### config.mk
export PLATFORM = sky130hd
export DESIGN_NAME = twa_dram_arbiter
export DESIGN_NICKNAME = d
export VERILOG_FILES = /design/src/rtl/twa_pkg.sv /design/src/rtl/twa_port_a_decode.sv /design/src/rtl/twa_load_sel.sv /design/src/rtl/twa_dram_arbiter.sv
export SDC_FILE = /design/constraint.sdc
export NUM_CORES = 1
export LEC_CHECK = 0
export CORE_MARGIN = 4
export CORE_UTILIZATION = 40
export CTS_BUF_LIST = sky130_fd_sc_hd__clkbuf_4
export CTS_CLUSTER_DIAMETER = 60
export DETAILED_ROUTE_END_ITERATION = 12
export DONT_BUFFER_PORTS = 1
export PLACE_DENSITY_LB_ADDON = 0.1
export RECOVER_POWER = 50
export SYNTH_ARGS = -nofsm -noshare
export SYNTH_HDL_FRONTEND = slang
export SYNTH_SLANG_ARGS = --single-unit
### constraint.sdc
create_clock -name clk -period 2 [get_ports clk]
set_input_delay 0.2 -clock clk [delete_from_list [all_inputs] [get_ports clk]]
set_output_delay 0.2 -clock clk [all_outputs]
set_load 0.02 [all_outputs]
### src/rtl/twa_pkg.sv
package twa_pkg;

    typedef enum logic [2:0] {
        ST_IDLE  = 3'd0,
        ST_AACC  = 3'd1,
        ST_BWAIT = 3'd2,
        ST_BACC  = 3'd3,
        ST_REF   = 3'd4
    } twa_state_e;

    typedef enum logic {
        OWN_A = 1'b0,
        OWN_B = 1'b1
    } twa_owner_e;

endpackage

### src/rtl/twa_port_a_decode.sv
module twa_port_a_decode (
    input  logic a_sel,
    input  logic a_strobe,
    input  logic a_areq,
    output logic a_hit
);

    // A qualified Port A request needs the chip select plus either strobe form
    always_comb begin
        a_hit = a_sel & (a_strobe | a_areq);
    end

endmodule

### src/rtl/twa_load_sel.sv
module twa_load_sel #(
    parameter int CNT_W      = 2,
    parameter int REF_CYCLES = 3,
    parameter int B_DLY_FAST = 1,
    parameter int B_DLY_SLOW = 2
) (
    input  logic             b_late,
    output logic [CNT_W-1:0] b_load,
    output logic [CNT_W-1:0] ref_load
);

    localparam logic [CNT_W-1:0] FAST_LD = CNT_W'(B_DLY_FAST - 1);
    localparam logic [CNT_W-1:0] SLOW_LD = CNT_W'(B_DLY_SLOW - 1);

    assign ref_load = CNT_W'(REF_CYCLES - 1);

    generate
        if (B_DLY_FAST == B_DLY_SLOW) begin : g_fixed
            logic unused_late;
            assign unused_late = b_late;
            assign b_load      = FAST_LD;
        end else begin : g_pick
            assign b_load = b_late ? SLOW_LD : FAST_LD;
        end
    endgenerate

endmodule

### src/rtl/twa_dram_arbiter.sv
module twa_dram_arbiter
    import twa_pkg::*;
#(
    parameter int REF_CYCLES = 3,
    parameter int B_DLY_FAST = 1,
    parameter int B_DLY_SLOW = 2
) (
    input  logic clk,
    input  logic rst_n,
    input  logic a_sel,
    input  logic a_strobe,
    input  logic a_areq,
    input  logic b_req,
    input  logic lock,
    input  logic ref_req,
    input  logic pre_done,
    input  logic b_late,
    output logic b_grant,
    output logic ref_busy,
    output logic ras
);

    localparam int MAX_CNT = (REF_CYCLES > B_DLY_SLOW) ? REF_CYCLES : B_DLY_SLOW;
    localparam int CNT_W   = $clog2(MAX_CNT) + 1;

    typedef struct packed {
        twa_state_e       st;
        twa_owner_e       own;
        logic [CNT_W-1:0] cnt;
    } regs_t;

    regs_t            r_d;
    regs_t            r_q;
    logic             a_hit;
    logic [CNT_W-1:0] b_load;
    logic [CNT_W-1:0] ref_load;
    logic             ras_d;
    logic             a_go;
    logic             b_go;

    twa_port_a_decode u_adec (
        .a_sel    (a_sel),
        .a_strobe (a_strobe),
        .a_areq   (a_areq),
        .a_hit    (a_hit)
    );

    twa_load_sel #(
        .CNT_W      (CNT_W),
        .REF_CYCLES (REF_CYCLES),
        .B_DLY_FAST (B_DLY_FAST),
        .B_DLY_SLOW (B_DLY_SLOW)
    ) u_ld (
        .b_late   (b_late),
        .b_load   (b_load),
        .ref_load (ref_load)
    );

    // Next-state computation
    always_comb begin
        r_d   = r_q;
        ras_d = 1'b0;
        a_go  = (r_q.own == OWN_A) && a_hit;
        b_go  = (r_q.own == OWN_B) && b_req;

        case (r_q.st)
            ST_IDLE: begin
                if (ref_req) begin
                    // refresh outranks both ports; it waits for precharge only
                    if (pre_done) begin
                        r_d.st  = ST_REF;
                        r_d.cnt = ref_load;
                    end
                end else if (a_go || b_go) begin
                    // the owner starts at once when the bank is precharged
                    if (pre_done) begin
                        ras_d  = 1'b1;
                        r_d.st = a_go ? ST_AACC : ST_BACC;
                    end
                end else if ((r_q.own == OWN_A) && b_req && !a_hit && !lock) begin
                    r_d.own = OWN_B;
                    r_d.st  = ST_BWAIT;
                    r_d.cnt = b_load;
                end else if ((r_q.own == OWN_B) && a_hit && !b_req && !lock) begin
                    r_d.own = OWN_A;
                end
            end

            ST_AACC: begin
                ras_d = a_hit;
                if (!a_hit) begin
                    r_d.st = ST_IDLE;
                end
            end

            ST_BWAIT: begin
                if (ref_req) begin
                    if (pre_done) begin
                        r_d.st  = ST_REF;
                        r_d.cnt = ref_load;
                    end
                end else if (!b_req) begin
                    r_d.st = ST_IDLE;
                end else if (r_q.cnt != '0) begin
                    r_d.cnt = r_q.cnt - CNT_W'(1);
                end else if (pre_done) begin
                    r_d.st = ST_BACC;
                end
            end

            ST_BACC: begin
                ras_d = b_req;
                if (!b_req) begin
                    r_d.st = ST_IDLE;
                end
            end

            ST_REF: begin
                ras_d = 1'b1;
                if (r_q.cnt == '0) begin
                    r_d.st = ST_IDLE;
                end else begin
                    r_d.cnt = r_q.cnt - CNT_W'(1);
                end
            end

            default: begin
                r_d.st = ST_IDLE;
            end
        endcase
    end

    // State register
    always_ff @(posedge clk or negedge rst_n) begin
        if (!rst_n) begin
            r_q.st  <= ST_IDLE;
            r_q.own <= OWN_A;
            r_q.cnt <= '0;
        end else begin
            r_q <= r_d;
        end
    end

    assign ras      = ras_d;
    assign b_grant  = (r_q.own == OWN_B);
    assign ref_busy = (r_q.st == ST_REF);

endmodule

==> flow_summary_export.csv <==
group,metric,value,unit
outcome,outcome,"finished clean",
timing,worst_pin_slew,476,ps
timing,hold_violations,0,
floorplanning,dieArea,0.00235,mm2
timing,final-max-slew-violation-count,0,
timing,slew_headroom,68.2,%
critical_path,cpMaxStageDelayCell,"or4_4",
floorplanning,ios,13,
worst_hold_path,holdCritStartpoint,"b_req",
timing,finalWorstSetupSlack,136,ps
critical_path,reg2regPathDepth,5,
critical_path,startpoint_type,"register",
timing,rsz0062_at_grt,"false",
synth,synth_flop_cell,"dfrtp_1",
synth,synth_cell_types,35,
detailed_routing,num_vias,607,
floorplanning,rows,14,
timing,fin_crit_sh,93.2,%
timing,period_needed,1860,ps
placement,place_inst,96,
placement,portBuffers,0,
worst_hold_path,min_to,"b_grant$_DFFE_PN0P_",
synth,synth_top_family_by_area,"compound AO/OA/AOI/OAI gates",
clock_network,clk_latency,250,ps
layout,instances_no_fill,102,
clock_network,path_clk_slew,50,ps
floorplanning,die_w,48.4,um
clock_network,cts_buffers,3,
clock_network,clock_path_buffers,2,
synth,synth_edf_count,0,
detailed_routing,ant_nets,0,
critical_path,crit_arrival,2000,ps
layout,drive_above_1_share,17.4,%
floorplanning,core_area,0.00152,mm2
layout,fin_nets,99,
global_route,grt_pass1_wl,2.49,mm
critical_path,worstSetupEndpointType,"register",
synth,synth-xor-area-share,0,%
power,power.density,1450,mW/mm2
synth,synth-simple-area-share,25.6,%
layout,fillers,162,
timing,worst_hold_slack,119,ps
critical_path,cp.required,2140,ps
layout,area_growth_syn_to_layout,13.2,%
critical_path,cp_max_fo,5,
critical_path,path_class,"register to register",
timing,clock_skew,4.58,ps
critical_path,regToRegSetupSlack,140,ps
clock_network,cts_tree,"done",
detailed_routing,via_per_inst,5.95,
synth,ys_warn_count,0,
global_route,grt_max_degree,14,
synth,yosys.area_share.adder,3.82,%
timing,setup_tns,0,ps
placement,gp_congestion,0.927,
timing,setup_violations,0,
flow_run,maxCapViolations,0,
critical_path,slowest_delay,580,ps
placement,post-place-ws,124,ps
global_route,grt_pass1_vias,551,
critical_path,reg2reg_from,"r_q[4]$_DFFE_PN0P_",
detailed_routing,wl_per_cell,15.2,um
synth,ys_seq_area_share,26.8,%
synth,synth-async-reset-ratio,100,%
global_route,antenna_found_initial,0,
synth,synth_cells,78,
worst_hold_path,min_path_type,"primary input to register",
synth,synth_fp_nets,90,
synth,synth_seq_cells,7,
floorplanning,die_h,48.4,um
floorplanning,start_util,42.9,%
detailed_routing,drc,0,
clock_network,cts-root-buf,"clkbuf_4",
detailed_routing,drt-initial-drc-count,13,
clock_network,cts_resized,0,
synth,syn_avg_cell_area,8.39,um2
worst_hold_path,hold_path_depth,2,
global_route,gr-total-overflow,0,
detailed_routing,drtPass1Iterations,4,
synth,synth_compound_area_share,35.8,%
power,cellLeakagePower,0.311,nW
global_route,grtUsageTotal,13.4,%
synth,yosys-mux-area-fraction,2.29,%
clock_network,h-tree-depth,1,
critical_path,r2r_end,"r_q[2]$_DFFE_PN0P_",
clock_network,cts_sinks,7,
layout,diodes,0,
synth,syn-cell-area,654,um2
critical_path,crit_chain,"or4_4, a31oi_2, a2111oi_4, buf_4, a221o_1",
placement,hpwlAfterDp,1.17,mm
power,max-vdd-ir-drop,0.694,mV
detailed_routing,totalWireLength,1.55,mm
timing,fmax,537,MHz
-- per-layer routing --
layer	routed length, um	global-route usage (%)	part of all wire, %
met1	736	17.7	48
met3	96	5.52	6.2
met4	11	4.61	0.71
met2	703	19.3	45
met5	0	0	0
-- logic make-up (layout without fill, tap and decap cells) --
family,Yosys count,in the layout
adder cells (fa/ha/maj),2,2
buffers and inverters,9,17
multiplexers,1,1
AO/OA/AOI/OAI,31,31
flip-flops,7,7
AND/OR/NAND/NOR,28,28
-- layout by cell type, fill, tap and decap left out, types with 2 or more instances in the layout --
cell type,netlist,final
nand2b_1,2,2
ha_1,2,2
nand2_1,4,4
o21ai_0,8,8
clkbuf_4,0,4
a21oi_1,6,6
buf_4,0,5
dfrtp_1,7,7
nor2_1,4,4
nor3_1,4,4
nor3b_1,6,6
inv_1,6,6
or2_1,2,2
a21boi_0,2,2
-- worst max path at each step --
stage | start | depth (start not counted) | end
global placement | r_q[0]$_DFFE_PN0P_ | 7 | r_q[2]$_DFFE_PN0P_
finish | r_q[4]$_DFFE_PN0P_ | 5 | r_q[2]$_DFFE_PN0P_
global route | r_q[0]$_DFFE_PN0P_ | 7 | r_q[2]$_DFFE_PN0P_
detailed placement | r_q[0]$_DFFE_PN0P_ | 7 | r_q[2]$_DFFE_PN0P_
floorplan | r_q[6]$_DFFE_PN0P_ | 6 | r_q[5]$_DFFE_PN0P_
CTS | r_q[0]$_DFFE_PN0P_ | 7 | r_q[2]$_DFFE_PN0P_
-- synthesized netlist by cell type (2+ instances only) --
cell,n,area share [%]
nand2_1,4,2.3
buf_2,3,2.3
nor3b_1,6,6.9
nor2_1,4,2.3
ha_1,2,3.8
nor3_1,4,3.1
a21oi_1,6,4.6
o21ai_0,8,6.1
dfrtp_1,7,27
a21boi_0,2,2.3
nand2b_1,2,1.9
or2_1,2,1.9
inv_1,6,3.4
-- final cells by class --
class	count	area, um2	area share, %
clock buffer	4	30.0	4.05
inverter	6	22.5	3.04
multi-input combinational	62	442	59.6
sequential	7	175	23.6
tap	16	20.0	2.70
timing repair buffer	7	51.3	6.93
-- state kept, by name, summed over array words and instances, names as in the netlist --
register	cells
b_grant	1
r_q	6
-- power by group --
part	total, mW	switching (mW)	internal (mW)
Combinational	0.691	0.366	0.325
Sequential	0.237	0.0368	0.200
Clock	0.142	0.0526	0.0897
Total	1.07	0.456	0.615
-- critical path, delay by kind of cell, from the launching register on --
kind | cells | cell delay [ps]
buf+inv | 1 | 170
simple gates | 1 | 580
compound gates | 3 | 640
flops | 1 | 370
-- through the flow --
stage	power [mW]	instance area, um2	util (%)
finish	1.07	741	48.6
global route	1.17	741	48.6
CTS	1.06	737	48.4
detailed placement	0.903	697	45.7
global placement	0.909	697	45.7
floorplan	0.767	654	-
-- timing repair --
action,CTS,global route
setup buffers,0,1
hold buffers,1,0
setup endpoints to repair,0,1
hold endpoints to repair,7,0
Note: power is estimated with default switching activity, not from simulation.
